File: config.mk
export PLATFORM = sky130hd
export DESIGN_NAME = wprot_guard
export DESIGN_NICKNAME = d
export VERILOG_FILES = /design/src/rtl/wprot_pkg.sv /design/src/rtl/wprot_range.sv /design/src/rtl/wprot_status_reg.sv /design/src/rtl/wprot_latch.sv /design/src/rtl/wprot_arbiter.sv /design/src/rtl/wprot_guard.sv
export SDC_FILE = /design/constraint.sdc
export NUM_CORES = 1
export LEC_CHECK = 0
export ABC_AREA = 1
export BUFFER_PORTS_ARGS = -buffer_cell sky130_fd_sc_hd__buf_4
export CORE_ASPECT_RATIO = 0.8
export CORE_UTILIZATION = 33
export DETAILED_ROUTE_END_ITERATION = 8
export GPL_ROUTABILITY_DRIVEN = 0
export PLACE_DENSITY = 0.72
export SLEW_MARGIN = 10
export SYNTH_ARGS = -nofsm -noshare
export SYNTH_HDL_FRONTEND = slang
export SYNTH_HIERARCHICAL = 1
export SYNTH_SLANG_ARGS = --single-unit
File: constraint.sdc
create_clock -name clk -period 1.7 [get_ports clk]
set_clock_uncertainty 0.15 [all_clocks]
set_input_delay 0 -clock clk [delete_from_list [all_inputs] [get_ports clk]]
set_output_delay 0 -clock clk [all_outputs]
set_load 0.01 [all_outputs]
File: src/rtl/wprot_pkg.sv
package wprot_pkg;
   typedef enum logic [2:0] {
      EV_SET_EN  = 3'd0,
      EV_CLR_EN  = 3'd1,
      EV_STAT_WR = 3'd2,
      EV_ARR_WR  = 3'd3,
      EV_PAGE_ER = 3'd4,
      EV_SECT_ER = 3'd5,
      EV_CHIP_ER = 3'd6,
      EV_NONE    = 3'd7
   } evt_kind_e;

   localparam int unsigned NUM_KINDS = 7;
   localparam int unsigned STAT_W    = 8;
   localparam int unsigned BIT_PEN   = 7;
   localparam int unsigned BIT_BP_HI = 3;
   localparam int unsigned BIT_BP_LO = 2;
   localparam int unsigned BIT_WEL   = 1;
   localparam int unsigned BIT_WIP   = 0;
endpackage

File: src/rtl/wprot_range.sv
module wprot_range #(
   parameter int unsigned ADDR_W = 16
) (
   input  logic [1:0]        bp_i,
   input  logic [ADDR_W-1:0] addr_i,
   output logic              hit_o,
   output logic              any_o
);
   localparam int unsigned TOP = ADDR_W - 1;

   generate
      if (ADDR_W < 2 || ADDR_W > 32) begin : g_bad
         $error("wprot_range: ADDR_W must lie in 2..32");
      end
   endgenerate

   logic [1:0] quarter;
   assign quarter = addr_i[TOP -: 2];

   always_comb begin
      unique case (bp_i)
         2'b00:   hit_o = 1'b0;
         2'b01:   hit_o = (quarter == 2'b11);
         2'b10:   hit_o = quarter[1];
         default: hit_o = 1'b1;
      endcase
   end

   assign any_o = |bp_i;

   logic unused_low;
   assign unused_low = ^addr_i;
endmodule

File: src/rtl/wprot_status_reg.sv
module wprot_status_reg
   import wprot_pkg::*;
(
   input  logic              clk,
   input  logic              rst_n,
   input  logic              load_i,
   input  logic [STAT_W-1:0] wdata_i,
   output logic              pen_o,
   output logic [1:0]        bp_o
);
   always_ff @(posedge clk or negedge rst_n) begin
      if (!rst_n) begin
         pen_o <= 1'b0;
         bp_o  <= 2'b00;
      end else if (load_i) begin
         pen_o <= wdata_i[BIT_PEN];
         bp_o  <= wdata_i[BIT_BP_HI:BIT_BP_LO];
      end
   end

   logic unused_bits;
   assign unused_bits = ^{wdata_i[6:4], wdata_i[1:0]};
endmodule

File: src/rtl/wprot_latch.sv
module wprot_latch (
   input  logic clk,
   input  logic rst_n,
   input  logic set_i,
   input  logic clr_i,
   output logic wel_o
);
   always_ff @(posedge clk or negedge rst_n) begin
      if (!rst_n)     wel_o <= 1'b0;
      else if (clr_i) wel_o <= 1'b0;
      else if (set_i) wel_o <= 1'b1;
   end

   

   
endmodule

File: src/rtl/wprot_arbiter.sv
module wprot_arbiter
   import wprot_pkg::*;
(
   input  logic                 valid_i,
   input  logic                 clean_i,
   input  logic [2:0]           kind_i,
   input  logic                 busy_i,
   input  logic                 wel_i,
   input  logic                 pen_i,
   input  logic                 wp_n_i,
   input  logic                 hit_i,
   input  logic                 any_i,
   output logic [NUM_KINDS-1:0] grant_o,
   output logic                 set_wel_o,
   output logic                 clr_wel_o,
   output logic                 load_o
);
   evt_kind_e kind;
   logic      base_ok;
   logic      ok;

   assign kind    = evt_kind_e'(kind_i);
   assign base_ok = valid_i && clean_i && !busy_i;

   always_comb begin
      unique case (kind)
         EV_SET_EN, EV_CLR_EN:            ok = base_ok;
         EV_STAT_WR:                      ok = base_ok && wel_i && !(pen_i && !wp_n_i);
         EV_ARR_WR, EV_PAGE_ER, EV_SECT_ER: ok = base_ok && wel_i && !hit_i;
         EV_CHIP_ER:                      ok = base_ok && wel_i && !any_i;
         default:                         ok = 1'b0;
      endcase
   end

   always_comb begin
      grant_o = '0;
      for (int k = 0; k < NUM_KINDS; k++) begin
         if (ok && kind_i == 3'(k)) grant_o[k] = 1'b1;
      end
   end

   assign set_wel_o = ok && (kind == EV_SET_EN);
   assign clr_wel_o = ok && (kind != EV_SET_EN);
   assign load_o    = ok && (kind == EV_STAT_WR);
endmodule

File: src/rtl/wprot_guard.sv
module wprot_guard
   import wprot_pkg::*;
#(
   parameter int unsigned ADDR_W   = 16,
   parameter bit          WIP_SYNC = 1'b0
) (
   input  logic                 clk,
   input  logic                 rst_n,
   input  logic                 evt_valid,
   input  logic                 evt_clean,
   input  logic [2:0]           evt_kind,
   input  logic [ADDR_W-1:0]    evt_addr,
   input  logic [7:0]           evt_wdata,
   input  logic                 wp_pin_n,
   input  logic                 wip_in,
   output logic [7:0]           status_o,
   output logic [6:0]           grant_o
);
   generate
      if (NUM_KINDS != 7) begin : g_kinds_bad
         $error("wprot_guard: grant width mismatch");
      end
   endgenerate

   logic                 wip_eff;
   logic                 wel;
   logic                 pen;
   logic [1:0]           bp;
   logic                 hit;
   logic                 any_prot;
   logic [NUM_KINDS-1:0] grant_nx;
   logic                 set_wel;
   logic                 clr_wel;
   logic                 load_st;

   generate
      if (WIP_SYNC) begin : g_wip_reg
         logic wip_q;
         always_ff @(posedge clk or negedge rst_n) begin
            if (!rst_n) wip_q <= 1'b0;
            else        wip_q <= wip_in;
         end
         assign wip_eff = wip_q | wip_in;
      end else begin : g_wip_comb
         assign wip_eff = wip_in;
      end
   endgenerate

   wprot_range #(.ADDR_W(ADDR_W)) range_i (
      .bp_i   (bp),
      .addr_i (evt_addr),
      .hit_o  (hit),
      .any_o  (any_prot)
   );

   wprot_arbiter arb_i (
      .valid_i   (evt_valid),
      .clean_i   (evt_clean),
      .kind_i    (evt_kind),
      .busy_i    (wip_eff),
      .wel_i     (wel),
      .pen_i     (pen),
      .wp_n_i    (wp_pin_n),
      .hit_i     (hit),
      .any_i     (any_prot),
      .grant_o   (grant_nx),
      .set_wel_o (set_wel),
      .clr_wel_o (clr_wel),
      .load_o    (load_st)
   );

   wprot_latch latch_i (
      .clk   (clk),
      .rst_n (rst_n),
      .set_i (set_wel),
      .clr_i (clr_wel),
      .wel_o (wel)
   );

   wprot_status_reg stat_i (
      .clk     (clk),
      .rst_n   (rst_n),
      .load_i  (load_st),
      .wdata_i (evt_wdata),
      .pen_o   (pen),
      .bp_o    (bp)
   );

   always_ff @(posedge clk or negedge rst_n) begin
      if (!rst_n) grant_o <= '0;
      else        grant_o <= grant_nx;
   end

   always_comb begin
      status_o            = '0;
      status_o[BIT_PEN]   = pen;
      status_o[BIT_BP_HI] = bp[1];
      status_o[BIT_BP_LO] = bp[0];
      status_o[BIT_WEL]   = wel;
      status_o[BIT_WIP]   = wip_eff;
   end

   

   

   

   

   

   

   
endmodule

## Word-level counts from Yosys, hierarchy flattened

Index checks and enable logic that the tools add are counted.

| word-level totals | value |
|---|---|
| bits in registers | 11 |
| latch bits | 0 |
| memory bits (writable) | 0 |
| bits in read-only memories | 0 |
| output and inout port bits | 15 |
| logic and storage cells | 51 |
| memories | 0 |

| cells by class | value |
|---|---|
| $add $sub $neg | 0 |
| $mul | 0 |
| divide/modulo/power cells | 0 |
| magnitude comparators | 0 |
| equal/unequal tests | 9 |
| shifts and indexed selects | 0 |
| muxes and demuxes | 11 |
| bitwise operators | 0 |
| reductions and logical operators | 27 |

Operator list:

| cell | count |
|---|---|
| logical AND 1 bit | 15 |
| equality test 3 bit (second input constant) | 3 |
| two-way mux 1 bit | 9 |
| equality test 3 x 2 -> 1 bit (second input constant) | 2 |
| zero test 1 bit | 5 |
| equality test 2 bit (second input constant) | 2 |
| case mux 1 bit (4 select lines) | 1 |
| OR reduction 2 bit | 2 |
| equality test 3 x 1 -> 1 bit (second input constant) | 1 |
| zero test 3 bit | 1 |
| case mux 1 bit (3 select lines) | 1 |
| nonzero test 3 bit | 1 |
| OR reduction 3 bit | 1 |
| equality test 2 x 1 -> 1 bit (second input constant) | 1 |
| zero test 2 bit | 1 |
| nonzero test 2 bit | 1 |

## Longest topological paths before layout

Gate-level depths: netlist (run 1).

| depth | value |
|---|---|
| depth after elaboration | 8 |
| mapped depth | 13 |
| gate-level depth less buffers | 13 |

## Modules after synthesis

Netlist (run 1), hierarchy kept.

By module, submodules not included:

| module | times used | cells an instance | area an instance (um^2) | seq. area each (um^2) |
|---|---|---|---|---|
| wprot_guard | 1 | 14 | 224.0 | 175.2 |
| wprot_arbiter | 1 | 38 | 205.2 | 0.0 |
| wprot_status_reg | 1 | 13 | 112.6 | 75.1 |
| wprot_latch | 1 | 3 | 32.5 | 25.0 |
| wprot_range | 1 | 4 | 20.0 | 0.0 |

## Worst setup path before layout (run 1)

Ideal clock, no wire load.

| timing | value |
|---|---|
| path kind | reg-to-reg |
| start point | register stat_i.bp_o[0] |
| end point | register stat_i.bp_o[0] |
| setup time | 0.117 ns |
| arrival | 1.391 ns |
| required time | 1.433 ns |
| slack | 0.042 ns |
| cell stages (with the launch flop) | 13 |
| path buffers | 0 |
| clock period less this slack | 1.658 ns |
| cells stage by stage | dfrtp_1 o21ai_0 nand2_1 a21oi_1 o21ai_2 nand2_1 nand2_1 nand2_2 nand2_4 nor2_2 inv_2 nand2_1 nand2_1 |

| on the way | value |
|---|---|
| longest elaborated chain between the ends | 6 |
| elaborated cells between the ends (all ways) | 11 |
| classes of those cells | eq/ne (2); mux (2); reduce/logical (7) |

RTL lines:

| element | RTL line | source |
|---|---|---|
| start, declared | wprot_status_reg.sv:9 | `output logic [1:0] bp_o` |
| start signal, assigned | wprot_status_reg.sv:17 | `bp_o <= wdata_i[BIT_BP_HI:BIT_BP_LO];` |
| equality test 2 bit (tied with other cells) | wprot_range.sv:21 | `unique case (bp_i)` |
| case mux 1 bit (3 select lines) (*) | wprot_range.sv:21 |  |
| named net hit | wprot_guard.sv:29 | `logic hit;` |
| zero test 1 bit (*) | wprot_arbiter.sv:29 | `EV_ARR_WR, EV_PAGE_ER, EV_SECT_ER: ok = base_ok && wel_i && !hit_i;` |
| logical AND 1 bit (*) | wprot_arbiter.sv:29 |  |
| case mux 1 bit (4 select lines) (*) | wprot_arbiter.sv:26 | `unique case (kind)` |
| logical AND 1 bit (*) | wprot_arbiter.sv:44 | `assign load_o = ok && (kind == EV_STAT_WR);` |
| named net load_st | wprot_guard.sv:34 | `logic load_st;` |

Mark *: on every way through the listed nets, which the timed path passes. The rest lies on a longest branch.
A chain may end at the register's enable or synchronous reset.

## Final worst setup path (run 1)

| timing | value |
|---|---|
| start point | register stat_i.bp_o[0] |
| end point | register stat_i.bp_o[0] |

| on the way | value |
|---|---|
| elaborated cells between the ends (all ways) | 11 |
| classes of those cells | eq/ne (2); mux (2); reduce/logical (7) |

RTL lines:

| element | RTL line | source |
|---|---|---|
| OR reduction 2 bit | wprot_range.sv:29 | `assign any_o = \|bp_i;` |
| named net any_prot | wprot_guard.sv:30 | `logic any_prot;` |
| zero test 1 bit | wprot_arbiter.sv:30 | `EV_CHIP_ER: ok = base_ok && wel_i && !any_i;` |
| logical AND 1 bit | wprot_arbiter.sv:30 |  |
| case mux 1 bit (4 select lines) | wprot_arbiter.sv:26 |  |
| logical AND 1 bit | wprot_arbiter.sv:44 |  |
| named net load_st | wprot_guard.sv:34 |  |

The timed path passes the listed nets, and every way through them passes these cells.

==> metrics.cfg, run 1 <==
[routing]
drc = 0
antenna_left = 0
drt-initial-drc-count = 6
finalWirelength_um = 1220
dr.pass1.iters = 4
wire_per_inst_um = 9.47
vias_per_cell = 4.12
num_vias = 531

[logic_synthesis]
yosys.area_share.simple_pct = 34.7
synth.avg_cell_area_um2 = 8.25
syn_inst = 72
synth_cell_types = 17
ys_seq_area_share_pct = 46.3
synth_top_area_share_pct = 46.3
synth_top_family_by_area = simple AND/OR/NAND/NOR gates
synthTopCellsByArea = dfrtp_1 (46%), nand2_1 (13%), buf_4 (10%)
synth-xor-area-share_pct = 0
synth.area.mux_share_pct = 0
synth_compound_area_share_pct = 3.16
synth_commonest_cells = nand2_1 (20), dfrtp_1 (11), buf_4 (8)
synth_edf_count = 0
ys_warn_count = 6
yosys.area.top_type = dfrtp_1
syn_area_um2 = 594
ys_seq_elements = 11
yosysMostFrequentCell = nand2_1
async_flop_share_pct = 100
yosys.area_share.adder_pct = 0
synth_flop_cell = dfrtp_1

[placed_design]
numPortBuffers = 25
dp_worst_setup_slack_ns = -0.0553
placed_cell_area_um2 = 764
place_hpwl_um = 836

[layout]
areaGrowthSynthToFinish_pct = 53.1
fill_cells = 164
stdcell_area_um2 = 910
num_antenna_cells = 0
drive_above_1_share_pct = 40.2
nets = 141
finalCoreUtilization_pct = 54.8

[critical_path]
cp-end-kind = flip-flop
r2r_slack_ns = 0.04
crit_fanout = 5
path_class = reg -> reg
required_ns = 1.71
arrival_ns = 1.67
start_kind = flip-flop

[clock_tree]
ctsRootBufferMaster = clkbuf_4
clock_sinks = 11
cts_tree = built
clockBufferDepth = 2
clock_latency_ns = 0.27
cts-buffers-inserted = 3
clkSlewWorstSetupHoldPaths_ns = 0.07
htree_levels = 1

[timing]
period_share_pct = 97.6
hold_viol = 0
rsz0062_at_grt = yes
setup_viol = 0
worst_slack_ns = 0.0411
tightest_slew_ns = 0.497
min_period_ns = 1.66
maxSlewHeadroom_pct = 66.8
clock.fmax_mhz = 603
slew_violations = 0

[floorplan]
die_y_um = 40.0
core-area_um2 = 1660
row_count = 13
boundaryPins = 48
die_area_um2 = 1980
die_w_um = 49.4
initial_core_util_pct = 35.8

[power_and_ir_drop]
p_total_w = 0.000629
power-per-cell-area_nw_per_um2 = 692
vdd_drop_max_mv = 0.260
p_leak_nw = 0.499

[global_routing]
antenna_found_initial = 0
grt_max_degree = 12
grt_usage_pct = 14.4
grt-ovfl-total = 0
grt_pass1_wl_um = 2030
grt_pass1_vias = 495

[worst_hold_path]
hold_path_class = in -> reg

[job]
maxCapViolations = 0

[run_status]
outcome = finished, final reports clean

[repair_timing]
action                                  4_1_cts  5_1_grt
setup buffers                                 0        0
endpoints found under the setup margin        3        8
hold endpoints to repair                     21        0
gates resized for setup                       2        1
hold buffers                                 11        0
[worst max-delay path, stage by stage (launching register included)]
cell	delay, ns
dfrtp_1	0.41
or2_1	0.24
inv_1	0.06
nand3_1	0.06
nand2_1	0.07
nand2_1	0.05
nand2_1	0.05
nand2_1	0.05
nand2_2	0.07
nand2_4	0.05
nor2_4	0.13
inv_2	0.06
nand2_1	0.05
nand2_1	0.05
[cell type report]
class | instances | area [um^2] | share of cell area, %
timing repair buffer | 37 | 305 | 33.6
sequential | 11 | 275 | 30.3
multi-input combinational | 47 | 245 | 27.0
inverter | 8 | 30.0 | 3.30
tap | 22 | 27.5 | 3.03
clock buffer | 4 | 26.3 | 2.89
[layer usage]
metal  vias up  share of wire, %  GRT usage (%)  routed length, um
li1        279                 -              -                  -
met1       227                44           14.7                532
met2        22                49           28.4                594
met3         3               6.1           4.55                 74
met4         0               1.6           6.43                 19
met5         -                 0              0                  0
[power breakdown]
group | switching [W] | total [W] | leakage [nW] | internal, W
logic | 0.0000751 | 0.000154 | 0.333 | 0.0000792
registers | 0.0000138 | 0.000291 | 0.151 | 0.000277
clock network | 0.0000928 | 0.000184 | 0.0150 | 0.0000910
total | 0.000182 | 0.000629 | 0.499 | 0.000447
[registers in the layout, indices dropped and copies added, names as in the netlist]
signal	count
latch_i/wel_o	1
stat_i/pen_o	1
stat_i/bp_o	2
grant_o	7
[placed cells by master, fill, tap and decap left out, types with 4 or more instances in the layout]
master | netlist | final
nand2_1 | 20 | 20
nand3_1 | 6 | 6
dlygate4sd3_1 | 0 | 11
nor2_2 | 6 | 5
dfrtp_1 | 11 | 11
nor2_1 | 4 | 4
inv_1 | 5 | 5
buf_4 | 8 | 26
[per-stage QoR]
stage | hold slack (ns) | TNS [ns] | cells
after floorplan | -0.446 | 0 | 74
after global placement | -0.313 | -0.00152 | 114
after CTS | 0.0211 | 0 | 129
final | 0.0239 | 0 | 129
after global routing | 0.0429 | -0.313 | 129
after detailed placement | -0.310 | -0.149 | 114
[logic make-up after synthesis]
family                 count (synthesis)
and+or+nand+nor                       41
AOI/OAI and AO/OA                      3
buffers and inverters                 16
DFF                                   11
other                                  1
[path summary, 6_finish.rpt]
| check | depth (start not counted) | start | endpoint |
|---|---|---|---|
| min | 5 | evt_clean | grant_o[2]$_DFF_PN0_ |
| min in group asynchronous | 3 | rst_n | grant_o[0]$_DFF_PN0_ |
| min reg2reg | 2 | stat_i/bp_o[1]$_DFFE_PN0P_ | stat_i/bp_o[1]$_DFFE_PN0P_ |
| max in group asynchronous | 3 | rst_n | latch_i/wel_o$_DFFE_PN0P_ |
| max reg2reg | 13 | stat_i/bp_o[0]$_DFFE_PN0P_ | stat_i/bp_o[0]$_DFFE_PN0P_ |
| max | 13 | stat_i/bp_o[0]$_DFFE_PN0P_ | stat_i/bp_o[0]$_DFFE_PN0P_ |
Power figures use the tool's default switching activity.
==> inputs of run 2 (changes only) <==
Settings changed: ABC_CLOCK_PERIOD_IN_PS set to 1700, REMOVE_ABC_BUFFERS set to 1.
==> run 2 against run 1 <==
  * Utilization grew 2.4 points
  * Design area increased by 4.4%
  * Critical path type unchanged
  * Sequential share of layout area down 1.3 points
  * Sequential power barely moved
==> metrics.cfg, run 2 (synthesized netlist as in run 1, its figures left out) <==
[run_status]
outcome = finished, final reports clean

[timing]
slew_violations = 0  ; unchanged
tightest_slew_ns = 0.495  ; -0.00157 ns
maxSlewHeadroom_pct = 66.9  ; +0.10 points
setup_viol = 0  ; unchanged
period_share_pct = 97.7  ; +0.16 points
clock.fmax_mhz = 602  ; -0.16%
min_period_ns = 1.66  ; +0.00271 ns
hold_viol = 0  ; unchanged
rsz0062_at_grt = yes
tns_ns = 0  ; unchanged

[layout]
final_cell_mix = buf_4 (30), nand2_1 (18), dlygate4sd3_1 (11), dfrtp_1 (11)
drive_above_1_share_pct = 45.0  ; +4.9 points
max_flop_register = grant_o
num_antenna_cells = 0  ; unchanged
fill_cells = 152  ; -7.3%
largestRegisters = grant_o x7, stat_i/bp_o x2
areaGrowthSynthToFinish_pct = 59.8
largest_register_ffs = 7  ; unchanged
stdcell_area_um2 = 950  ; +4.4%
nets = 145  ; +2.8%
final_common_cell = buf_4

[power_and_ir_drop]
p_switching_w = 0.000177  ; -2.3%
p_int_w = 0.000453  ; +1.3%
pwr-share-seq_pct = 45.9  ; -0.3 points
p_leak_nw = 0.523  ; +4.8%
swShare_pct = 28.1  ; -0.74 points
clkPwrFrac_pct = 28.1  ; -1.1 points
power-per-cell-area_nw_per_um2 = 664  ; -4.0%
pwr-share-comb_pct = 25.9  ; +1.4 points
vdd_drop_max_mv = 0.332  ; +28%

[critical_path]
path_class = reg -> reg
cp-end-kind = flip-flop
crit_fanout = 5  ; unchanged
required_ns = 1.76  ; +0.05 ns
arrival_ns = 1.72  ; +0.05 ns
start_kind = flip-flop

[global_routing]
grt_max_degree = 12  ; unchanged
grt_pass1_vias = 443  ; -11%
antenna_found_initial = 0  ; unchanged
grt_pass1_wl_um = 1790  ; -12%
grt-ovfl-total = 0  ; unchanged
grt_usage_pct = 13.4  ; -0.99 points

[floorplan]
die_w_um = 49.4  ; unchanged
boundaryPins = 48  ; unchanged
initial_core_util_pct = 35.8  ; unchanged
die_y_um = 40.0  ; unchanged
row_count = 13  ; unchanged
die_area_um2 = 1980  ; unchanged
core-area_um2 = 1660  ; unchanged

[clock_tree]
clkSlewWorstSetupHoldPaths_ns = 0.07  ; about the same
ctsRootBufferMaster = clkbuf_4
cts_tree = built
clock_latency_ns = 0.27  ; about the same
htree_levels = 1  ; unchanged
cts-buffers-inserted = 3  ; unchanged
clock_sinks = 11  ; unchanged
clockBufferDepth = 2  ; unchanged

[routing]
antenna_left = 0  ; unchanged
finalWirelength_um = 1210  ; -0.66%
vias_per_cell = 4.11  ; about the same
drt-initial-drc-count = 6  ; unchanged
wire_per_inst_um = 9.12  ; -3.6%
dr.pass1.iters = 2  ; -2
num_vias = 547  ; +3.0%
drc = 0  ; unchanged

[placed_design]
placed_cell_area_um2 = 779  ; +2.0%
numPortBuffers = 25  ; unchanged
place_hpwl_um = 814  ; -2.6%

[worst_hold_path]
hold_path_class = in -> reg

[job]
maxCapViolations = 0  ; unchanged

-- run 2: cell types whose count changed in the layout (fill, tap and decap cells not counted) --
| cell | before | now |
|---|---|---|
| nand3_2 | 0 | 1 |
| buf_4 | 26 | 30 |
| nand2_2 | 1 | 3 |
| nand3_1 | 6 | 5 |
| nand2_1 | 20 | 18 |
-- run 2: stage by stage --
stage	instances	setup WS, ns	hold WS (ns)	util, %	total power, W
floorplan	66	0.0436	-0.446	-	0.000357
global placement	116	-0.00613	-0.312	47.0	0.000430
detailed placement	116	-0.0358	-0.308	47.0	0.000433
CTS	131	0.0278	0.0261	55.5	0.000629
global route	133	-0.0616	0.0597	57.2	0.000670
finish	133	0.0384	0.0310	57.2	0.000631
-- run 2: worst paths after layout --
kind                                            start                   endpoint  slack (ns)  depth (start not counted)
setup / recovery           stat_i/bp_o[0]$_DFFE_PN0P_   stat_i/pen_o$_DFFE_PN0P_        0.04                         13
hold / removal                              evt_clean       grant_o[0]$_DFF_PN0_        0.03                          5
setup reg to reg           stat_i/bp_o[0]$_DFFE_PN0P_   stat_i/pen_o$_DFFE_PN0P_        0.04                         13
hold reg to reg             latch_i/wel_o$_DFFE_PN0P_  latch_i/wel_o$_DFFE_PN0P_        0.38                          2
max in group asynchronous                       rst_n  latch_i/wel_o$_DFFE_PN0P_        0.46                          3
min in group asynchronous                       rst_n       grant_o[5]$_DFF_PN0_        0.61                          3
-- run 2: cell type report --
cell class | count | area (um^2) | share of cell area, %
Timing Repair Buffer | 41 | 335 | 35.3
Sequential cell | 11 | 275 | 29.0
Multi-Input combinational cell | 47 | 255 | 26.9
Inverter | 8 | 30.0 | 3.16
Tap cell | 22 | 27.5 | 2.90
Clock buffer | 4 | 26.3 | 2.77
-- run 2: power groups by stage --
stage	Combinational, W	Clock [W]	Sequential [W]
floorplan	0.0000555	0	0.000301
global placement	0.000135	0	0.000294
detailed placement	0.000138	0	0.000294
CTS	0.000157	0.000183	0.000289
global route	0.000181	0.000197	0.000292
finish	0.000164	0.000177	0.000290
-- run 2: per-layer routing --
metal / GRT usage, % / up-vias / part of all wire, %
met5: 0 / - / 0
met4: 8.57 / 0 / 1.3
met3: 5.68 / 2 / 5.2
met2: 21.2 / 18 / 52
met1: 15.5 / 241 / 42
li1: - / 286 / -
-- run 2: what timing repair did --
item | in CTS | in global routing
endpoints found under the setup margin | 3 | 4
hold buffers | 11 | 0
buffers inserted | 0 | 2
resized for setup | 1 | 5
hold endpoints to repair | 20 | 0
pin swaps | 0 | 5
-- run 2: worst max-delay path, cell delays in order, from the launching register on --
cell     delay [ns]
dfrtp_1        0.41
or2_1          0.22
inv_1          0.06
nand3_2        0.06
nand2_1        0.06
nand2_1        0.04
nand2_1        0.05
nand2_1        0.06
nand2_2        0.07
nand2_4        0.06
nor2_4         0.12
buf_4          0.12
nand2_1        0.04
nand2_1        0.06
